`src/rtl/wdt_pkg.sv`:
```
`timescale 1ns/1ps
package wdt_pkg;
  localparam int REG_W = 16;
  localparam int TO_W  = REG_W - 1;
  localparam int AW    = 4;

  localparam logic [AW-1:0] AD_FEED = 4'd0;
  localparam logic [AW-1:0] AD_TMO  = 4'd1;
  localparam logic [AW-1:0] AD_DIS1 = 4'd2;
  localparam logic [AW-1:0] AD_DIS2 = 4'd3;
  localparam logic [AW-1:0] AD_STAT = 4'd4;
  localparam logic [AW-1:0] AD_CNT  = 4'd5;
  localparam logic [AW-1:0] AD_DBG  = 4'd6;
  localparam logic [AW-1:0] AD_RSM  = 4'd7;
  localparam logic [AW-1:0] AD_EVT  = 4'd8;
  localparam logic [AW-1:0] AD_MSK  = 4'd9;
  localparam logic [AW-1:0] AD_FRC  = 4'd10;

  localparam logic [REG_W-1:0] K_FEED   = 16'hFEED;
  localparam logic [REG_W-1:0] K_DIS1   = 16'h2BAD;
  localparam logic [REG_W-1:0] K_DIS2   = 16'hCAFE;
  localparam logic [REG_W-1:0] K_RESUME = 16'hACED;
  localparam logic [REG_W-1:0] K_SCLR   = 16'hE8B4;
  localparam logic [REG_W-1:0] V_OFF    = 16'hDABE;
  localparam logic [REG_W-1:0] V_EXPD   = 16'hCFE8;

  typedef struct packed {
    logic feed;
    logic resume;
    logic dis;
    logic sclr;
    logic ack;
  } wdt_cmd_t;
endpackage

```
`src/rtl/wdt_keys.sv`:
```
`timescale 1ns/1ps
module wdt_keys
  import wdt_pkg::*;
#(
  parameter logic [TO_W-1:0] TO_DEF = 15'd6000
) (
  input  logic             clk_i,
  input  logic             rst_ni,
  input  logic             por_ni,
  input  logic             wr_en_i,
  input  logic [AW-1:0]    addr_i,
  input  logic [REG_W-1:0] wdata_i,
  input  logic             expire_i,
  output wdt_cmd_t         cmd_o,
  output logic [TO_W-1:0]  tmo_o,
  output logic             en_o,
  output logic             stat_o,
  output logic             jovr_o,
  output logic             mask_o,
  output logic             force_o
);
  logic hit_feed, hit_tmo, hit_dis1, hit_dis2, hit_stat, hit_dbg, hit_rsm;
  logic hit_evt, hit_msk, hit_frc;
  logic arm_q, en_q, stat_q, jovr_q, mask_q, force_q;
  logic [TO_W-1:0] tmo_q;

  always_comb begin
    hit_feed = wr_en_i && (addr_i == AD_FEED);
    hit_tmo  = wr_en_i && (addr_i == AD_TMO);
    hit_dis1 = wr_en_i && (addr_i == AD_DIS1);
    hit_dis2 = wr_en_i && (addr_i == AD_DIS2);
    hit_stat = wr_en_i && (addr_i == AD_STAT);
    hit_dbg  = wr_en_i && (addr_i == AD_DBG);
    hit_rsm  = wr_en_i && (addr_i == AD_RSM);
    hit_evt  = wr_en_i && (addr_i == AD_EVT);
    hit_msk  = wr_en_i && (addr_i == AD_MSK);
    hit_frc  = wr_en_i && (addr_i == AD_FRC);
    cmd_o.feed   = hit_feed && (wdata_i == K_FEED);
    cmd_o.resume = hit_rsm  && (wdata_i == K_RESUME);
    cmd_o.dis    = hit_dis2 && (wdata_i == K_DIS2) && arm_q;
    cmd_o.sclr   = hit_stat && (wdata_i == K_SCLR);
    cmd_o.ack    = hit_evt  && wdata_i[0];
  end

  // retained across watchdog-triggered resets
  always_ff @(posedge clk_i or negedge por_ni) begin
    if (!por_ni) begin
      tmo_q  <= TO_DEF;
      en_q   <= 1'b0;
      stat_q <= 1'b0;
    end else begin
      if (hit_tmo) tmo_q <= wdata_i[TO_W-1:0];
      if (cmd_o.resume)   en_q <= 1'b1;
      else if (cmd_o.dis) en_q <= 1'b0;
      if (expire_i)        stat_q <= 1'b1;
      else if (cmd_o.sclr) stat_q <= 1'b0;
    end
  end

  always_ff @(posedge clk_i or negedge rst_ni) begin
    if (!rst_ni) begin
      arm_q   <= 1'b0;
      jovr_q  <= 1'b0;
      mask_q  <= 1'b0;
      force_q <= 1'b0;
    end else begin
      // any write re-evaluates the arm, so only an adjacent pair disables
      if (wr_en_i) arm_q <= hit_dis1 && (wdata_i == K_DIS1);
      if (hit_dbg) jovr_q  <= wdata_i[0];
      if (hit_msk) mask_q  <= wdata_i[0];
      if (hit_frc) force_q <= wdata_i[0];
    end
  end

  assign tmo_o   = tmo_q;
  assign en_o    = en_q;
  assign stat_o  = stat_q;
  assign jovr_o  = jovr_q;
  assign mask_o  = mask_q;
  assign force_o = force_q;

  a_r4_dis_needs_key: assert property (@(posedge clk_i) disable iff (!rst_ni || !por_ni)
    $fell(en_q) |-> $past(wr_en_i && addr_i == AD_DIS2 && wdata_i == K_DIS2));
  a_r5_en_needs_key: assert property (@(posedge clk_i) disable iff (!rst_ni || !por_ni)
    $rose(en_q) |-> $past(wr_en_i && addr_i == AD_RSM && wdata_i == K_RESUME));
  a_r6_stat_from_expiry: assert property (@(posedge clk_i) disable iff (!rst_ni || !por_ni)
    $rose(stat_q) |-> $past(expire_i));
  a_r7_stat_clear_keyed: assert property (@(posedge clk_i) disable iff (!rst_ni || !por_ni)
    $fell(stat_q) |-> $past(wr_en_i && addr_i == AD_STAT && wdata_i == K_SCLR));
endmodule

```
`src/rtl/wdt_count.sv`:
```
`timescale 1ns/1ps
module wdt_count
  import wdt_pkg::*;
#(
  parameter int RST_LEN = 4
) (
  input  logic            clk_i,
  input  logic            rst_ni,
  input  logic            tick_i,
  input  logic            run_i,
  input  logic            load_i,
  input  logic [TO_W-1:0] tmo_i,
  output logic [TO_W-1:0] cnt_o,
  output logic            unstable_o,
  output logic            pre_o,
  output logic            expire_o,
  output logic            rst_req_o
);
  localparam int RW = $clog2(RST_LEN + 1);

  logic [TO_W-1:0] cnt_q, shd_q;
  logic [RW-1:0]   rc_q;
  logic            ld_q, active;

  assign active   = run_i && !ld_q && (rc_q == '0) && !load_i;
  assign pre_o    = active && tick_i && (cnt_q == TO_W'(2));
  assign expire_o = active && tick_i && (cnt_q <= TO_W'(1));
  assign rst_req_o = (rc_q != '0);

  always_ff @(posedge clk_i or negedge rst_ni) begin
    if (!rst_ni) begin
      cnt_q <= '0;
      shd_q <= '0;
      rc_q  <= '0;
      ld_q  <= 1'b1;
    end else begin
      shd_q <= cnt_q;
      if (ld_q) begin
        cnt_q <= tmo_i;
        ld_q  <= 1'b0;
      end else if (rc_q != '0) begin
        rc_q <= rc_q - RW'(1);
        if (rc_q == RW'(1)) cnt_q <= tmo_i;
      end else if (load_i) begin
        cnt_q <= tmo_i;
      end else if (expire_o) begin
        cnt_q <= '0;
        rc_q  <= RW'(RST_LEN);
      end else if (active && tick_i) begin
        cnt_q <= cnt_q - TO_W'(1);
      end
    end
  end

  // read side lags one clock; the flag marks that window
  assign cnt_o      = shd_q;
  assign unstable_o = (shd_q != cnt_q);

  a_r3_hold_when_stopped: assert property (@(posedge clk_i) disable iff (!rst_ni)
    (!run_i && !load_i && !ld_q && rc_q == '0) |=> $stable(cnt_q));
  a_r6_req_from_tick: assert property (@(posedge clk_i) disable iff (!rst_ni)
    $rose(rst_req_o) |-> $past(tick_i && run_i));
  a_r8_flag_before_change: assert property (@(posedge clk_i) disable iff (!rst_ni)
    (cnt_o != $past(cnt_o)) |-> $past(unstable_o));
  generate
    if (RST_LEN > 1) begin : g_len
      a_r6_req_held: assert property (@(posedge clk_i) disable iff (!rst_ni)
        $rose(rst_req_o) |=> rst_req_o);
    end
  endgenerate
endmodule

```
`src/rtl/wdt_irq.sv`:
```
`timescale 1ns/1ps
module wdt_irq (
  input  logic clk_i,
  input  logic rst_ni,
  input  logic pre_i,
  input  logic force_i,
  input  logic ack_i,
  input  logic mask_i,
  output logic evt_o,
  output logic irq_o
);
  logic evt_q;

  always_ff @(posedge clk_i or negedge rst_ni) begin
    if (!rst_ni)               evt_q <= 1'b0;
    else if (pre_i || force_i) evt_q <= 1'b1;
    else if (ack_i)            evt_q <= 1'b0;
  end

  assign evt_o = evt_q;
  assign irq_o = evt_q && mask_i;

  a_r9_evt_cause: assert property (@(posedge clk_i) disable iff (!rst_ni)
    $rose(evt_q) |-> $past(pre_i || force_i));
  a_r9_ack_clears: assert property (@(posedge clk_i) disable iff (!rst_ni)
    (ack_i && !pre_i && !force_i) |=> !evt_q);
  a_r10_force_holds: assert property (@(posedge clk_i) disable iff (!rst_ni)
    force_i |=> evt_q);
endmodule

```
`src/rtl/wdt_keyed.sv`:
```
`timescale 1ns/1ps
module wdt_keyed
  import wdt_pkg::*;
#(
  parameter logic [TO_W-1:0] TO_DEF  = 15'd6000,
  parameter int              RST_LEN = 4
) (
  input  logic             clk_i,
  input  logic             rst_ni,
  input  logic             por_ni,
  input  logic             tick_i,
  input  logic             dbg_mode_i,
  input  logic             wr_en_i,
  input  logic [AW-1:0]    addr_i,
  input  logic [REG_W-1:0] wdata_i,
  output logic [REG_W-1:0] rdata_o,
  output logic             irq_o,
  output logic             rst_req_o
);
  wdt_cmd_t        cmd;
  logic [TO_W-1:0] tmo, cnt;
  logic en, stat, jovr, mask, frc, run, unstable, pre, expire, evt;

  assign run = en && (!dbg_mode_i || jovr);

  wdt_keys #(.TO_DEF(TO_DEF)) u_keys (
    .clk_i, .rst_ni, .por_ni, .wr_en_i, .addr_i, .wdata_i,
    .expire_i(expire), .cmd_o(cmd), .tmo_o(tmo), .en_o(en), .stat_o(stat),
    .jovr_o(jovr), .mask_o(mask), .force_o(frc)
  );

  wdt_count #(.RST_LEN(RST_LEN)) u_count (
    .clk_i, .rst_ni, .tick_i, .run_i(run), .load_i(cmd.feed || cmd.resume),
    .tmo_i(tmo), .cnt_o(cnt), .unstable_o(unstable), .pre_o(pre),
    .expire_o(expire), .rst_req_o
  );

  wdt_irq u_irq (
    .clk_i, .rst_ni, .pre_i(pre), .force_i(frc), .ack_i(cmd.ack),
    .mask_i(mask), .evt_o(evt), .irq_o
  );

  always_comb begin
    rdata_o = '0;
    case (addr_i)
      AD_TMO:  rdata_o = {1'b0, tmo};
      AD_DIS2: rdata_o = en ? '0 : V_OFF;
      AD_STAT: rdata_o = stat ? V_EXPD : '0;
      AD_CNT:  rdata_o = {unstable, cnt};
      AD_DBG:  rdata_o = {{(REG_W-2){1'b0}}, dbg_mode_i, jovr};
      AD_EVT:  rdata_o = {{(REG_W-1){1'b0}}, evt};
      AD_MSK:  rdata_o = {{(REG_W-1){1'b0}}, mask};
      AD_FRC:  rdata_o = {{(REG_W-1){1'b0}}, frc};
      default: rdata_o = '0;
    endcase
  end

  a_r6_status_with_req: assert property (@(posedge clk_i) disable iff (!rst_ni || !por_ni)
    $rose(rst_req_o) |-> stat);
  a_r11_debug_halts: assert property (@(posedge clk_i) disable iff (!rst_ni || !por_ni)
    (dbg_mode_i && !jovr) |-> !expire);
endmodule

```
`config.mk`:
```
export PLATFORM = sky130hd
export DESIGN_NAME = wdt_keyed
export DESIGN_NICKNAME = d
export VERILOG_FILES = /design/src/rtl/wdt_pkg.sv /design/src/rtl/wdt_keys.sv /design/src/rtl/wdt_count.sv /design/src/rtl/wdt_irq.sv /design/src/rtl/wdt_keyed.sv
export SDC_FILE = /design/constraint.sdc
export NUM_CORES = 1
export LEC_CHECK = 0
export BUFFER_PORTS_ARGS = -buffer_cell sky130_fd_sc_hd__buf_2
export CORE_ASPECT_RATIO = 1.2
export CORE_MARGIN = 8
export CORE_UTILIZATION = 35
export CTS_CLUSTER_SIZE = 30
export DETAILED_ROUTE_END_ITERATION = 10
export GPL_TIMING_DRIVEN = 0
export SLEW_MARGIN = 20
export SYNTH_ARGS = -nofsm -noshare
export SYNTH_HDL_FRONTEND = slang
export SYNTH_SLANG_ARGS = --single-unit
```
`constraint.sdc`:
```
create_clock -name clk_i -period 2.4 [get_ports clk_i]
set_clock_uncertainty 0.2 [all_clocks]
set_input_delay 0 -clock clk_i [delete_from_list [all_inputs] [get_ports clk_i]]
set_output_delay 0 -clock clk_i [all_outputs]
set_load 0.02 [all_outputs]
```
==> results of run 1 <==
## cell families after synthesis
kind of cell | share of synthesized area, %
buf+inv | 4.55
flops | 45.4
fa+ha+maj | 1.21
mux | 6.48
compound gates | 18.3
simple gates | 19.7
other cells | 0.121
xor+xnor | 4.23
## state kept, by name, indices dropped and copies added, names as in the netlist, 3 cells and up
register	cells
u_count.cnt_q	15
u_count.cnt_o	15
u_count.rc_q	3
u_keys.tmo_o	15
## timing repair
action,4_1_cts,5_1_grt
setup endpoints to repair,16,28
pin swaps,2,7
resized for setup,11,19
hold endpoints to repair,77,0
setup buffers,2,5
hold buffers,32,0
## cell usage after synthesis, types with 2 or more instances
cell,instances
a21oi_1,16
a221o_1,9
a22oi_1,8
a31oi_1,2
a32oi_1,11
and2_1,4
and3_1,3
and3b_1,2
buf_2,2
buf_6,3
clkbuf_1,9
dfrtp_1,48
dfstp_2,8
ha_1,3
inv_1,17
mux2_2,17
nand2_1,30
nand2b_1,6
nand3_1,7
nand4_1,5
nand4b_1,2
nor2_1,12
nor2b_1,4
nor3_1,9
nor3b_1,2
nor4_1,6
nor4b_1,2
o21ai_0,9
o22ai_1,13
o41ai_1,2
or3_1,4
xor2_1,15
## stage by stage
step	area, µm²	instances	power [W]
after detailed placement	3450	467	0.00220
final	4050	514	0.00296
after global routing	4050	514	0.00312
after CTS	3950	509	0.00288
after global placement	3450	467	0.00219
after floorplan	3110	311	0.00191
## cell type report
| type | instances | area share (%) |
|---|---|---|
| plain buffers | 14 | 2.04 |
| clock buffers | 6 | 2.04 |
| clock inverters | 2 | 0.247 |
| inverters | 17 | 1.58 |
| multi-input cells | 224 | 41.4 |
| flip-flops and latches | 56 | 35.0 |
| well taps | 117 | 3.61 |
| repair buffers | 78 | 14.1 |
## path summary, 6_finish.rpt
check	from	to	slack (ns)
min in group asynchronous	por_ni	u_keys.tmo_o[12]	0.08
worst min-delay path	tick_i	u_irq.evt_o	0.03
worst max-delay path	u_count.cnt_q[11]	u_count.cnt_q[13]	0.06
worst min register to register	u_count.cnt_q[9]	u_count.cnt_o[9]	0.25
worst max register to register	u_count.cnt_q[11]	u_count.cnt_q[13]	0.06
max in group asynchronous	por_ni	u_keys.tmo_o[7]	0.92
## routing by layer
layer  GRT usage [%]  up-vias
met4            7.08        0
met3            3.15       27
met5               0        -
met2            27.7       92
li1                -     1331
met1            19.8     1373
## worst register-to-register path: stages (launching register included)
cell and delay (ns):
dfrtp_2 0.46, nor4_4 0.34, and3_4 0.25, o2111ai_4 0.16, and3_4 0.22, buf_6 0.14, buf_6 0.15, a32oi_1 0.18
o22ai_1 0.11
## power groups by stage
stage / Clock, W / Sequential (W) / Combinational [W]
6_report: 0.000536 / 0.00147 / 0.000953
2_1_floorplan: 0 / 0.00136 / 0.000550
3_5_place_dp: 0 / 0.00145 / 0.000749
4_1_cts: 0.000545 / 0.00147 / 0.000872
3_3_place_gp: 0 / 0.00144 / 0.000745
5_1_grt: 0.000575 / 0.00150 / 0.00105
==> impl_metrics.csv, run 1 <==
group,metric,value,unit
power_and_ir_drop,power_leakage,1.75,nW
power_and_ir_drop,combPwrFrac,32.2,%
placed_design,place_hpwl,7030,µm
global_routing,grt_max_degree,40,
layout,drive_above_1_share,27.5,%
power_and_ir_drop,swShare,36.3,%
yosys,avgSynthCellArea,9.99,µm²
yosys,netlist_area,3110,µm²
layout,nets,425,
global_routing,grt_pass1_wl,15700,µm
route,drt.antenna.violating_nets,0,
placed_design,port_buffers,39,
layout,multiInputGateArea,1680,µm²
worst_setup_path,crit_fanout,10,
worst_hold_path,hold_depth,4,
route,highest_layer,"met4",
route,wirelength,9730,µm
timing,period_share,97.5,%
yosys,ys.warnings.count,0,
worst_setup_path,worst-endpoint-required,2.36,ns
worst_setup_path,r2r_cells,8,
global_routing,first_global_vias,3098,
floorplanning,num_rows,37,
timing,finalSetupTns,0,ns
yosys,synth-edff-count,0,
power_and_ir_drop,p_int,0.00188,W
route,initialDrtViolationCount,140,
layout,layout_common_cells,"43 x dfrtp_1, 39 x buf_2, 31 x dlygate4sd3_1, 30 x nand2_1",
layout,seq_area,1420,µm²
worst_setup_path,critPathKind,"reg -> reg",
power_and_ir_drop,p_clk_share,18.1,%
timing,final.setup.worst_slack,0.0594,ns
route,wl_met3,450,µm
clocking,cts_tree,"built",
layout,mostFrequentLayoutCell,"dfrtp_1",
global_routing,antenna_found_initial,0,
timing,finalHoldViolations,0,
timing,hold_ws,0.0261,ns
yosys,ys_seq_area_share,45.4,%
route,num_vias,2823,
yosys,ys_ff_latch,56,
placed_design,dp_slack,-0.364,ns
worst_setup_path,critPathLaunchType,"register",
route,first_pass_iters,4,
floorplanning,pin_count,44,
layout,final.fill_count,833,
timing,final_max_slew_viol_count,0,
timing,maxSlewHeadroom,40.1,%
clocking,clock_latency,0.31,ns
flow_run,drv_cap,0,
clocking,numCtsBuffers,5,
global_routing,grt.total_usage,16.5,%
floorplanning,start_util,36.1,%
layout,diodes,0,
yosys,ys.flop_type,"dfrtp_1",
global_routing,grt-ovfl-total,0,
yosys,synth_cell_types,53,
power_and_ir_drop,seq_power_share,49.7,%
worst_setup_path,cp.arrival,2.31,ns
route,drc_errors,0,
floorplanning,die_h,119,µm
timing,period_needed,2.34,ns
yosys,synthCells,311,
floorplanning,core,8610,µm²
yosys,synth_top_area_share,38.7,%
worst_setup_path,cp_cell_sequence,"nor4_4 -> and3_4 -> o2111ai_4 -> and3_4 -> buf_6 -> buf_6 -> a32oi_1 -> o22ai_1",
worst_setup_path,cp_top_family,"simple AND/OR/NAND/NOR gates",
worst_hold_path,hold_class,"in -> reg",
route,wl_met1,4250,µm
outcome,status,"completed",
timing,finalSetupViolCount,0,
worst_setup_path,slowest_delay,0.46,ns
layout,fin_util,47.1,%
yosys,synthesis.nets,340,
clocking,clock_sinks,56,
clocking,cts_buffer_depth,2,
worst_setup_path,cp.depth,8,
placed_design,place.gp.congestion,0.881,
clocking,root_buffer,"clkbuf_8",
clocking,htreeDepth,2,
clocking,clkTransAtPathRegs,0.10,ns
worst_setup_path,end_kind,"register",
route,post_drt_wl_per_cell,18.9,µm
worst_setup_path,slowest_stage,"dfrtp_2",
route,wl_met2,4710,µm
yosys,synthArstFlopShare,100,%
power_and_ir_drop,max-vdd-ir-drop,0.377,mV
yosys,yosys.area.top_type,"dfrtp_1",
floorplanning,die_area,12200,µm²
yosys,post_synth_main_area_contributors,"dfrtp_1 39%, dfstp_2 6.8%, mux2_2 6.2%, xor2_1 4.2%, nand2_1 3.6%",
power_and_ir_drop,power.density,731,nW/µm²
timing,max_slew.worst_pin.slew,0.899,ns
layout,area_growth,30.4,%
floorplanning,chipWidth,102,µm
timing,max_freq,427,MHz
power_and_ir_drop,p_switching,0.00108,W
worst_setup_path,cp_num_buf_inv,2,
route,vias_per_cell,5.49,
Note: power is estimated with default switching activity, not from simulation.
==> run 2: changes to the inputs <==
==> constraint.sdc (replaced) <==
create_clock -name clk_i -period 2.55 [get_ports clk_i]
set_clock_uncertainty 0.2 [all_clocks]
set_input_delay 0 -clock clk_i [delete_from_list [all_inputs] [get_ports clk_i]]
set_output_delay 0 -clock clk_i [all_outputs]
set_load 0.02 [all_outputs]
==> run 2 against run 1 <==
  * Cell count fell by 1.4%
  * Sequential share of layout area up 0.78 points
  * First-iteration DRC count is 14% higher
  * Worst hold slack better by 0.0078 ns
  * Highest routed layer unchanged
  * Critical path depth unchanged
==> impl_metrics.csv, run 2 (synthesized netlist as in run 1, its figures left out) <==
group,metric,value,unit
outcome,status,"completed",
power_and_ir_drop,max-vdd-ir-drop,0.358,mV
route,wl_met1,4110,µm
placed_design,place.gp.congestion,0.881,
route,post_drt_wl_per_cell,18.7,µm
clocking,cts_buffer_depth,2,
worst_setup_path,cp.arrival,2.40,ns
worst_setup_path,critPathLaunchType,"register",
placed_design,port_buffers,39,
route,vias_per_cell,5.60,
clocking,clock_latency,0.31,ns
clocking,numCtsBuffers,5,
clocking,cts_tree,"built",
route,drt.antenna.violating_nets,0,
global_routing,first_global_vias,3015,
route,highest_layer,"met4",
layout,fin_util,45.9,%
route,wl_met3,462,µm
placed_design,place_hpwl,7030,µm
layout,diodes,0,
worst_setup_path,rrSetupSlack,0.11,ns
timing,final_max_slew_viol_count,0,
timing,finalHoldViolations,0,
power_and_ir_drop,power.density,679,nW/µm²
timing,period_share,95.6,%
clocking,htreeDepth,2,
global_routing,grt_max_degree,40,
worst_setup_path,critPathKind,"reg -> reg",
route,first_pass_iters,4,
timing,rsz0062_at_grt,"no",
timing,period_needed,2.44,ns
floorplanning,pin_count,44,
layout,area_growth,27.3,%
clocking,clkTransAtPathRegs,0.10,ns
global_routing,grt-ovfl-total,0,
timing,finalSetupViolCount,0,
route,wirelength,9460,µm
timing,max_freq,410,MHz
layout,mostFrequentLayoutCell,"dfrtp_1",
floorplanning,start_util,36.1,%
worst_setup_path,crit_fanout,10,
floorplanning,core,8610,µm²
layout,drive_above_1_share,24.9,%
floorplanning,die_area,12200,µm²
global_routing,grt.total_usage,16.0,%
route,num_vias,2840,
global_routing,grt_pass1_wl,15300,µm
clocking,root_buffer,"clkbuf_8",
power_and_ir_drop,p_total,0.00269,W
global_routing,antenna_found_initial,0,
route,drc_errors,0,
worst_hold_path,hold_class,"in -> reg",
route,wl_met2,4600,µm
route,initialDrtViolationCount,160,
floorplanning,die_h,119,µm
clocking,clock_sinks,56,
timing,max_slew.worst_pin.slew,0.885,ns
worst_setup_path,end_kind,"register",
power_and_ir_drop,power_leakage,1.72,nW
flow_run,drv_cap,0,
layout,nets,418,
floorplanning,num_rows,37,
floorplanning,chipWidth,102,µm
layout,layout_common_cells,"45 x dfrtp_1, 41 x buf_2, 31 x dlygate4sd3_1, 30 x nand2_1",
worst_setup_path,worst-endpoint-required,2.52,ns
timing,maxSlewHeadroom,41.0,%
[run 2: cell count changes in the layout (fill, tap and decap cells not counted), moves of 2 or more]
cell      change
a21oi_2       -2
a21oi_1       +2
buf_2         +2
buf_4         -7
clkbuf_2      -2
dfrtp_1       +2
dfrtp_2       -2
[run 2: through the flow]
| stage | hold slack, ns | setup slack [ns] | area [µm²] | setup TNS, ns | cells |
|---|---|---|---|---|---|
| final | 0.0339 | 0.113 | 3960 | 0 | 507 |
| after global routing | 0.0760 | 0.00528 | 3960 | 0 | 507 |
| after CTS | 0.000483 | 0.0629 | 3900 | 0 | 506 |
| after detailed placement | -0.257 | -0.214 | 3450 | -2.21 | 467 |
| after global placement | -0.257 | -0.236 | 3450 | -2.55 | 467 |
| after floorplan | -0.496 | 0.253 | 3110 | 0 | 311 |
[run 2: cell type report]
class | instances | area, µm²
fillers | 840 | 4650
multi-input cells | 224 | 1640
flip-flops and latches | 56 | 1420
repair buffers | 72 | 520
well taps | 117 | 146
clock buffers | 6 | 82.6
plain buffers | 13 | 73.8
inverters | 17 | 63.8
clock inverters | 2 | 10.0
[run 2: path summary, 6_finish.rpt]
kind                              startpoint               end  depth (start not counted)
max                        u_count.cnt_q[12]  u_count.cnt_q[5]                          8
min                                addr_i[2]      u_keys.arm_q                          4
max reg2reg                u_count.cnt_q[12]  u_count.cnt_q[5]                          8
min reg2reg                 u_count.cnt_q[9]  u_count.cnt_o[9]                          0
max in group asynchronous             por_ni   u_keys.tmo_o[7]                          3
min in group asynchronous             por_ni  u_keys.tmo_o[12]                          2
[run 2: layer usage]
metal	GRT usage (%)	up-vias
met1	19.3	1389
met2	26.9	106
li1	-	1322
met4	7.18	0
met3	2.91	23
met5	0	-
[run 2: critical path: stages, from the launching register on]
cell and delay (ns):
dfrtp_2 0.47, nor4_4 0.37, and3_1 0.25, o2111ai_4 0.17, and3_4 0.23, buf_6 0.14, buf_2 0.18, a21oi_1 0.17
o22ai_1 0.11
[run 2: timing repair]
action,CTS,global route
endpoints found under the hold margin,77,0
hold buffers,31,0
pin swaps,0,3
setup endpoints to repair,14,18
resized for setup,6,9
gates cloned,0,0
buffers inserted,0,2
[run 2: power breakdown]
| group | internal (W) | switching (W) |
|---|---|---|
| sequential | 0.00112 | 0.000261 |
| combinational | 0.000372 | 0.000434 |
| clock | 0.000218 | 0.000282 |
